$ cat src/rtl/xwd_pkg.sv
package xwd_pkg;
  typedef enum logic {
    SRC_XTAL   = 1'b0,
    SRC_BACKUP = 1'b1
  } src_sel_e;

  localparam int unsigned XWD_TMO_W      = 8;
  localparam int unsigned XWD_SYNC_DEPTH = 2;
  localparam int unsigned XWD_RST_DEPTH  = 2;
endpackage

$ cat src/rtl/xwd_rst_sync.sv
module xwd_rst_sync #(
  parameter int unsigned DEPTH = 2
) (
  input  logic clk_i,
  input  logic rst_n_i,
  output logic rst_n_o
);
  logic [DEPTH-1:0] chain_q;
  logic [DEPTH-1:0] chain_d;

  always_comb begin
    chain_d = {chain_q[DEPTH-2:0], 1'b1};
  end

  always_ff @(posedge clk_i or negedge rst_n_i) begin
    if (!rst_n_i) begin
      chain_q <= '0;
    end else begin
      chain_q <= chain_d;
    end
  end

  assign rst_n_o = chain_q[DEPTH-1];
endmodule

$ cat src/rtl/xwd_edge_det.sv
module xwd_edge_det #(
  parameter int unsigned DEPTH = 2
) (
  input  logic clk_i,
  input  logic rst_n_i,
  input  logic async_i,
  output logic edge_o
);
  logic [DEPTH:0] stage_q;
  logic [DEPTH:0] stage_d;

  // stages 0..DEPTH-1 synchronize, stage DEPTH holds the previous sample
  always_comb begin
    stage_d[0] = async_i;
  end

  for (genvar g = 1; g <= DEPTH; g++) begin : g_shift
    always_comb begin
      stage_d[g] = stage_q[g-1];
    end
  end

  always_ff @(posedge clk_i or negedge rst_n_i) begin
    if (!rst_n_i) begin
      stage_q <= '0;
    end else begin
      stage_q <= stage_d;
    end
  end

  assign edge_o = stage_q[DEPTH] ^ stage_q[DEPTH-1];
endmodule

$ cat src/rtl/xwd_counter.sv
module xwd_counter #(
  parameter int unsigned W = 8
) (
  input  logic         clk_i,
  input  logic         rst_n_i,
  input  logic         run_i,
  input  logic         edge_i,
  input  logic         dead_i,
  input  logic [W-1:0] tmo_i,
  output logic [W-1:0] cnt_o,
  output logic         hit_o
);
  localparam logic [W-1:0] CNT_MAX = {W{1'b1}};

  logic [W-1:0] cnt_q;
  logic [W-1:0] cnt_d;
  logic [W:0]   cnt_plus;
  logic         cnt_en;

  assign cnt_plus = {1'b0, cnt_q} + {{W{1'b0}}, 1'b1};

  // a timeout of 0 compares as reached after one cycle, like 1
  assign hit_o = run_i && !edge_i && !dead_i && (cnt_plus >= {1'b0, tmo_i});

  always_comb begin
    cnt_en = 1'b1;
    cnt_d  = cnt_q;
    if (!run_i) begin
      cnt_d = '0;
    end else if (dead_i) begin
      cnt_en = 1'b0;
    end else if (edge_i) begin
      cnt_d = '0;
    end else if (cnt_q != CNT_MAX) begin
      cnt_d = cnt_plus[W-1:0];
    end else begin
      cnt_en = 1'b0;
    end
  end

  always_ff @(posedge clk_i or negedge rst_n_i) begin
    if (!rst_n_i) begin
      cnt_q <= '0;
    end else if (cnt_en) begin
      cnt_q <= cnt_d;
    end
  end

  assign cnt_o = cnt_q;

  AST_CNT_SATURATED: assert property (@(posedge clk_i) disable iff (!rst_n_i)
    (dead_i && run_i) |=> $stable(cnt_q));
endmodule

$ cat src/rtl/xwd_status.sv
module xwd_status
  import xwd_pkg::*;
(
  input  logic     clk_i,
  input  logic     rst_n_i,
  input  logic     run_i,
  input  logic     hit_i,
  input  logic     auto_bk_i,
  output logic     dead_o,
  output src_sel_e sel_o
);
  logic     dead_q;
  logic     dead_d;
  src_sel_e sel_q;
  src_sel_e sel_d;

  always_comb begin
    dead_d = dead_q;
    sel_d  = sel_q;
    if (!run_i) begin
      dead_d = 1'b0;
      sel_d  = SRC_XTAL;
    end else if (hit_i) begin
      dead_d = 1'b1;
      if (auto_bk_i) begin
        sel_d = SRC_BACKUP;
      end
    end
  end

  always_ff @(posedge clk_i or negedge rst_n_i) begin
    if (!rst_n_i) begin
      dead_q <= 1'b0;
      sel_q  <= SRC_XTAL;
    end else begin
      dead_q <= dead_d;
      sel_q  <= sel_d;
    end
  end

  assign dead_o = dead_q;
  assign sel_o  = sel_q;

  AST_DEAD_STICKY: assert property (@(posedge clk_i) disable iff (!rst_n_i)
    (dead_q && run_i) |=> dead_q);
  AST_SEL_NEEDS_DEAD: assert property (@(posedge clk_i) disable iff (!rst_n_i)
    (sel_q == SRC_BACKUP) |-> dead_q);
  AST_SEL_ONLY_AT_TIMEOUT: assert property (@(posedge clk_i) disable iff (!rst_n_i)
    $rose(sel_q == SRC_BACKUP) |-> $rose(dead_q));
endmodule

$ cat src/rtl/xtal_loss_wdt.sv
module xtal_loss_wdt
  import xwd_pkg::*;
#(
  parameter int unsigned TMO_W      = XWD_TMO_W,
  parameter int unsigned SYNC_DEPTH = XWD_SYNC_DEPTH,
  parameter int unsigned RST_DEPTH  = XWD_RST_DEPTH
) (
  input  logic             ref_clk_i,
  input  logic             rst_n_i,
  input  logic             xtal_clk_i,
  input  logic             en_i,
  input  logic             sw_rst_i,
  input  logic [TMO_W-1:0] timeout_i,
  input  logic             auto_bk_i,
  input  logic             irq_en_i,
  output logic             irq_o,
  output logic             dead_o,
  output logic             src_sel_o
);
  logic             rst_n_sync;
  logic             xedge;
  logic             run;
  logic             hit;
  logic             dead;
  logic [TMO_W-1:0] cnt;
  src_sel_e         sel;

  assign run = en_i && !sw_rst_i;

  xwd_rst_sync #(.DEPTH(RST_DEPTH)) u_rst_sync (
    .clk_i   (ref_clk_i),
    .rst_n_i (rst_n_i),
    .rst_n_o (rst_n_sync)
  );

  xwd_edge_det #(.DEPTH(SYNC_DEPTH)) u_edge_det (
    .clk_i   (ref_clk_i),
    .rst_n_i (rst_n_sync),
    .async_i (xtal_clk_i),
    .edge_o  (xedge)
  );

  xwd_counter #(.W(TMO_W)) u_counter (
    .clk_i   (ref_clk_i),
    .rst_n_i (rst_n_sync),
    .run_i   (run),
    .edge_i  (xedge),
    .dead_i  (dead),
    .tmo_i   (timeout_i),
    .cnt_o   (cnt),
    .hit_o   (hit)
  );

  xwd_status u_status (
    .clk_i     (ref_clk_i),
    .rst_n_i   (rst_n_sync),
    .run_i     (run),
    .hit_i     (hit),
    .auto_bk_i (auto_bk_i),
    .dead_o    (dead),
    .sel_o     (sel)
  );

  assign dead_o    = dead;
  assign src_sel_o = sel;
  assign irq_o     = dead && irq_en_i;

  AST_DISABLED_QUIET: assert property (@(posedge ref_clk_i) disable iff (!rst_n_sync)
    !en_i |=> (!dead_o && !src_sel_o));
  AST_SWRST_CLEARS: assert property (@(posedge ref_clk_i) disable iff (!rst_n_sync)
    sw_rst_i |=> (!dead_o && !src_sel_o));
  AST_RISE_AT_LIMIT: assert property (@(posedge ref_clk_i) disable iff (!rst_n_sync)
    $rose(dead_o) |-> ({1'b0, cnt} >= {1'b0, $past(timeout_i)}));
  AST_NO_RISE_AFTER_EDGE: assert property (@(posedge ref_clk_i) disable iff (!rst_n_sync)
    $rose(dead_o) |-> !$past(xedge));
endmodule

$ cat config.mk
export PLATFORM = sky130hd
export DESIGN_NAME = xtal_loss_wdt
export DESIGN_NICKNAME = d
export VERILOG_FILES = /design/src/rtl/xwd_pkg.sv /design/src/rtl/xwd_rst_sync.sv /design/src/rtl/xwd_edge_det.sv /design/src/rtl/xwd_counter.sv /design/src/rtl/xwd_status.sv /design/src/rtl/xtal_loss_wdt.sv
export SDC_FILE = /design/constraint.sdc
export NUM_CORES = 1
export LEC_CHECK = 0
export ABC_CLOCK_PERIOD_IN_PS = 800
export BUFFER_PORTS_ARGS = -buffer_cell sky130_fd_sc_hd__buf_2
export CAP_MARGIN = 15
export CORE_MARGIN = 3
export CORE_UTILIZATION = 45
export DETAILED_ROUTE_END_ITERATION = 8
export PLACE_DENSITY = 0.78
export SKIP_CTS_REPAIR_TIMING = 1
export SLEW_MARGIN = 25
export SYNTH_ARGS = -nofsm -noshare
export SYNTH_HDL_FRONTEND = slang
export SYNTH_SLANG_ARGS = --single-unit
$ cat constraint.sdc
create_clock -name ref_clk_i -period 0.8 [get_ports ref_clk_i]
set_input_delay 0.16 -clock ref_clk_i [delete_from_list [all_inputs] [get_ports ref_clk_i]]
set_output_delay 0.16 -clock ref_clk_i [all_outputs]
set_load 0.005 [all_outputs]
==> summary.txt <==
Timing
  • RSZ-0062 raised after global routing: true
  • Final clock period utilization by the worst path: 2.34
  • Minimum period implied by the final worst setup slack: approximately 1.9 ns
  • Sum of negative setup slack: -8.57 ns
  • Max Clk Rate: between 500 and 600 MHz
  • Hold Worst Slack: ~0.17 ns
  • Pins over their slew limit: 0
  • Setup WS post-layout: -1.08 ns
  • Final-report hold violation count: 0
  • Setup Viol. Count Final: 13
  • Worst setup skew after layout: around 0.0067 ns

Clocking
  • H-tree depth: 1
  • Clock Tree Buf Depth: 2
  • Root Buffer Master: sky130_fd_sc_hd__clkbuf_4
  • TritonCTS buffer count: 3
  • Clock latency on the worst-skew pair: a little under 0.3 ns
  • Clock transition at the register clock pins on the worst setup and hold paths after CTS: 0.10 ns
  • Total clock sinks: 15
  • TritonCTS clock tree: done

Synthesis
  • Avg Cell Area, Syn: between 10 and 15 um2
  • Main combinational cell family by area after synthesis: simple AND/OR/NAND/NOR gates
  • Post-Synth Simple-Gate Area: 0.179
  • Ranking of synthesized cells by area: sky130_fd_sc_hd__dfrtp_1, sky130_fd_sc_hd__ha_1, sky130_fd_sc_hd__a22o_2
  • Synthesis warning total: 0
  • Number of flip-flops and latches in the synthesized netlist: 15
  • Number of distinct standard cells referenced by the synthesized netlist: 35
  • Adder-cell share of the synthesized area: 0.120
  • Gate count of the mapped netlist: slightly above 90
  • Xor/xnor cell area share of the yosys netlist: 0.0730
  • Yosys top cell area share: 0.398
  • Sequential share of the synthesized area: 0.398
  • Fraction of the mapped netlist area in compound gates: 0.166
  • Combined area of all synthesized cells: 942 um2
  • Most area-hungry cell type in the Yosys netlist: sky130_fd_sc_hd__dfrtp_1
  • Syn nets: ~120
  • Multiplexer area fraction after synthesis: 0.0120

Worst setup path
  • Element type at the critical path end: flop
  • Arrival time worst endpoint: 2.05 ns
  • Data required time at the worst endpoint: around 1 ns
  • Worst setup path start: u_counter.cnt_o[3]
  • Crit path capture: u_status.sel_o
  • Endpoint of the most critical register-to-register path: u_status.sel_o
  • Number of cells on the worst reg-to-reg path: 8
  • Category of the worst setup path launch point: flop
  • Type of the worst setup path: flop to flop
  • Biggest fanout along the worst timing path: 3
  • Flop-to-flop setup slack: -1.08 ns
  • Crit Reg-Reg Startpoint: u_counter.cnt_o[3]

Final layout
  • Count of nets after finishing: 169
  • Commonest non-fill, non-tap cell in the layout: sky130_fd_sc_hd__buf_4
  • Most frequent cells in the layout: sky130_fd_sc_hd__buf_4, sky130_fd_sc_hd__buf_2, sky130_fd_sc_hd__dfrtp_1, sky130_fd_sc_hd__inv_1, sky130_fd_sc_hd__ha_1
  • Fraction of layout instances using a drive strength above 1: 0.590
  • N_diodes: 0
  • Area Overhead vs Synth: 53.7%
  • Final-layout fill cell count: ~110

Global routing
  • Antenna violations before repair: 0
  • Wire length of the first global-routing pass: roughly 3.5 mm
  • GR Overflow Total: 0
  • Via count of the first global-routing pass: ~880
  • Overall global routing resource usage: 0.181
  • Maximum number of pins on one net before global-route repair: 14

Die
  • Initial core utilization: 0.512
  • Rows: 15
  • I/O Pins: 18
  • Die width: around 52 um
  • Core outline area: 1840 um2
  • DIE AREA: 2680 um2
  • DIE HEIGHT: around 52 um

Detailed routing
  • Post-detailed-route count of antenna-violating nets: 0
  • Vias per std cell: between 5 and 6
  • Post-route met1 wirelength: about 1.1 mm
  • Iteration count of the initial detailed-routing pass: 4
  • Met2 routed wirelength: between 1 and 1.5 mm
  • Met3 WL: 136 um
  • DRC violation total after the first TritonRoute iteration: 20
  • Vias post-DR: 902
  • Highest metal used: met4
  • Average wire per standard cell: approximately 15 um
  • Number of DRC violations after detailed routing: 0
  • Wire length reported by the detailed router: roughly 2.6 mm

Min path
  • Path category of the worst min-delay check: input port to asynchronous set/reset pin

Status
  • Violated checks: negative setup slack
  • Result of the run: complete, but fails checks

Power
  • Static leakage: about 0.76 nW
  • VDD IR max: about 800 uV
  • Power per unit of standard cell area: 993 nW/um2

Place
  • Count of input and output buffers: 17
  • Detailed placement HPWL: ~1.7 mm
  • Placer Congestion: around 0.8

Job
  • Max-capacitance violation count: 0
cell families after synthesis:
family                   Yosys count
other                              1
AO/OA/AOI/OAI                     19
adder cells (fa/ha/maj)            9
XOR/XNOR                           7
AND/OR/NAND/NOR                   28
flip-flops                        15
multiplexers                       1
buffers and inverters             11
sequential cells by signal (all words and copies together) (netlist names):
name,cells
u_counter.cnt_o,8
u_edge_det.stage_q,3
u_rst_sync.chain_q,2
u_status.dead_o,1
u_status.sel_o,1
synthesized netlist by cell type:
library cell               count
sky130_fd_sc_hd__dfrtp_1      15
sky130_fd_sc_hd__inv_1        10
sky130_fd_sc_hd__ha_1          9
sky130_fd_sc_hd__nand3_1       6
sky130_fd_sc_hd__a22o_2        5
sky130_fd_sc_hd__a21oi_1       4
sky130_fd_sc_hd__nor2b_1       3
sky130_fd_sc_hd__nor3_1        3
sky130_fd_sc_hd__xnor2_1       3
sky130_fd_sc_hd__xor2_1        3
sky130_fd_sc_hd__and3_1        2
sky130_fd_sc_hd__nand2_1       2
sky130_fd_sc_hd__nor2_1        2
sky130_fd_sc_hd__nor2_2        2
sky130_fd_sc_hd__o21ai_0       2
sky130_fd_sc_hd__a211o_2       1
sky130_fd_sc_hd__a21o_1        1
sky130_fd_sc_hd__a221o_1       1
sky130_fd_sc_hd__a221oi_1      1
sky130_fd_sc_hd__a22o_4        1
sky130_fd_sc_hd__a32oi_1       1
sky130_fd_sc_hd__and2_1        1
sky130_fd_sc_hd__and4_2        1
sky130_fd_sc_hd__buf_4         1
sky130_fd_sc_hd__conb_1        1
sky130_fd_sc_hd__mux2_2        1
sky130_fd_sc_hd__nand2b_1      1
sky130_fd_sc_hd__nand4_1       1
sky130_fd_sc_hd__nor2_4        1
sky130_fd_sc_hd__nor3b_1       1
sky130_fd_sc_hd__nor4_1        1
sky130_fd_sc_hd__o22ai_1       1
sky130_fd_sc_hd__o31ai_1       1
sky130_fd_sc_hd__or3_4         1
sky130_fd_sc_hd__xor2_2        1
area by class of cell:
class | instances | area (um2) | area share
multi-input cells | 65 | 627 | 0.433
flip-flops and latches | 15 | 379 | 0.262
repair buffers | 50 | 345 | 0.239
inverters | 10 | 37.5 | 0.0259
well taps | 25 | 31.3 | 0.0216
clock buffers | 3 | 22.5 | 0.0156
clock inverters | 1 | 5.00 | 0.00346
worst max-delay path, cell delays in order (launching register included):
cell and delay (ns):
sky130_fd_sc_hd__dfrtp_1 0.40, sky130_fd_sc_hd__and3_4 0.21, sky130_fd_sc_hd__nand3_2 0.11, sky130_fd_sc_hd__xnor2_2 0.15
sky130_fd_sc_hd__ha_1 0.35, sky130_fd_sc_hd__a21oi_2 0.17, sky130_fd_sc_hd__o22ai_2 0.10, sky130_fd_sc_hd__nor3_2 0.19
sky130_fd_sc_hd__o31ai_1 0.10
power breakdown:
| group | internal (mW) | total [mW] | switching [mW] |
|---|---|---|---|
| Clock | 0.186 | 0.446 | 0.260 |
| Sequential | 0.775 | 0.787 | 0.0121 |
| Combinational | 0.100 | 0.205 | 0.105 |
worst min path at each step:
stage | from | endpoint | slack (ns) | depth (start not counted)
final | rst_n_i | u_rst_sync.chain_q[1] | 0.17 | 2
after global routing | rst_n_i | u_rst_sync.chain_q[1] | 0.16 | 2
after CTS | rst_n_i | u_rst_sync.chain_q[1] | -0.38 | 1
after detailed placement | rst_n_i | u_rst_sync.chain_q[1] | -0.05 | 1
after global placement | rst_n_i | u_rst_sync.chain_q[0] | -0.05 | 1
after floorplan | rst_n_i | u_rst_sync.chain_q[0] | -0.14 | 0
metrics by stage:
stage | utilization | setup WS (ns) | total power, mW | cells | instance area, um2
2_1_floorplan | - | -1.05 | 0.890 | 91 | 991
3_3_place_gp | 0.694 | -1.10 | 0.971 | 156 | 1280
3_5_place_dp | 0.694 | -1.20 | 0.979 | 156 | 1280
4_1_cts | 0.709 | -1.21 | 1.43 | 160 | 1300
5_1_grt | 0.787 | -1.16 | 1.49 | 169 | 1450
6_report | 0.787 | -1.08 | 1.44 | 169 | 1450
metal layers:
| metal | vias to the layer above | global-route usage |
|---|---|---|
| met4 | 0 | 0.0655 |
| met2 | 31 | 0.322 |
| li1 | 430 | - |
| met3 | 12 | 0.0372 |
| met1 | 429 | 0.215 |
| met5 | - | 0 |
Power figures use the tool's default switching activity.
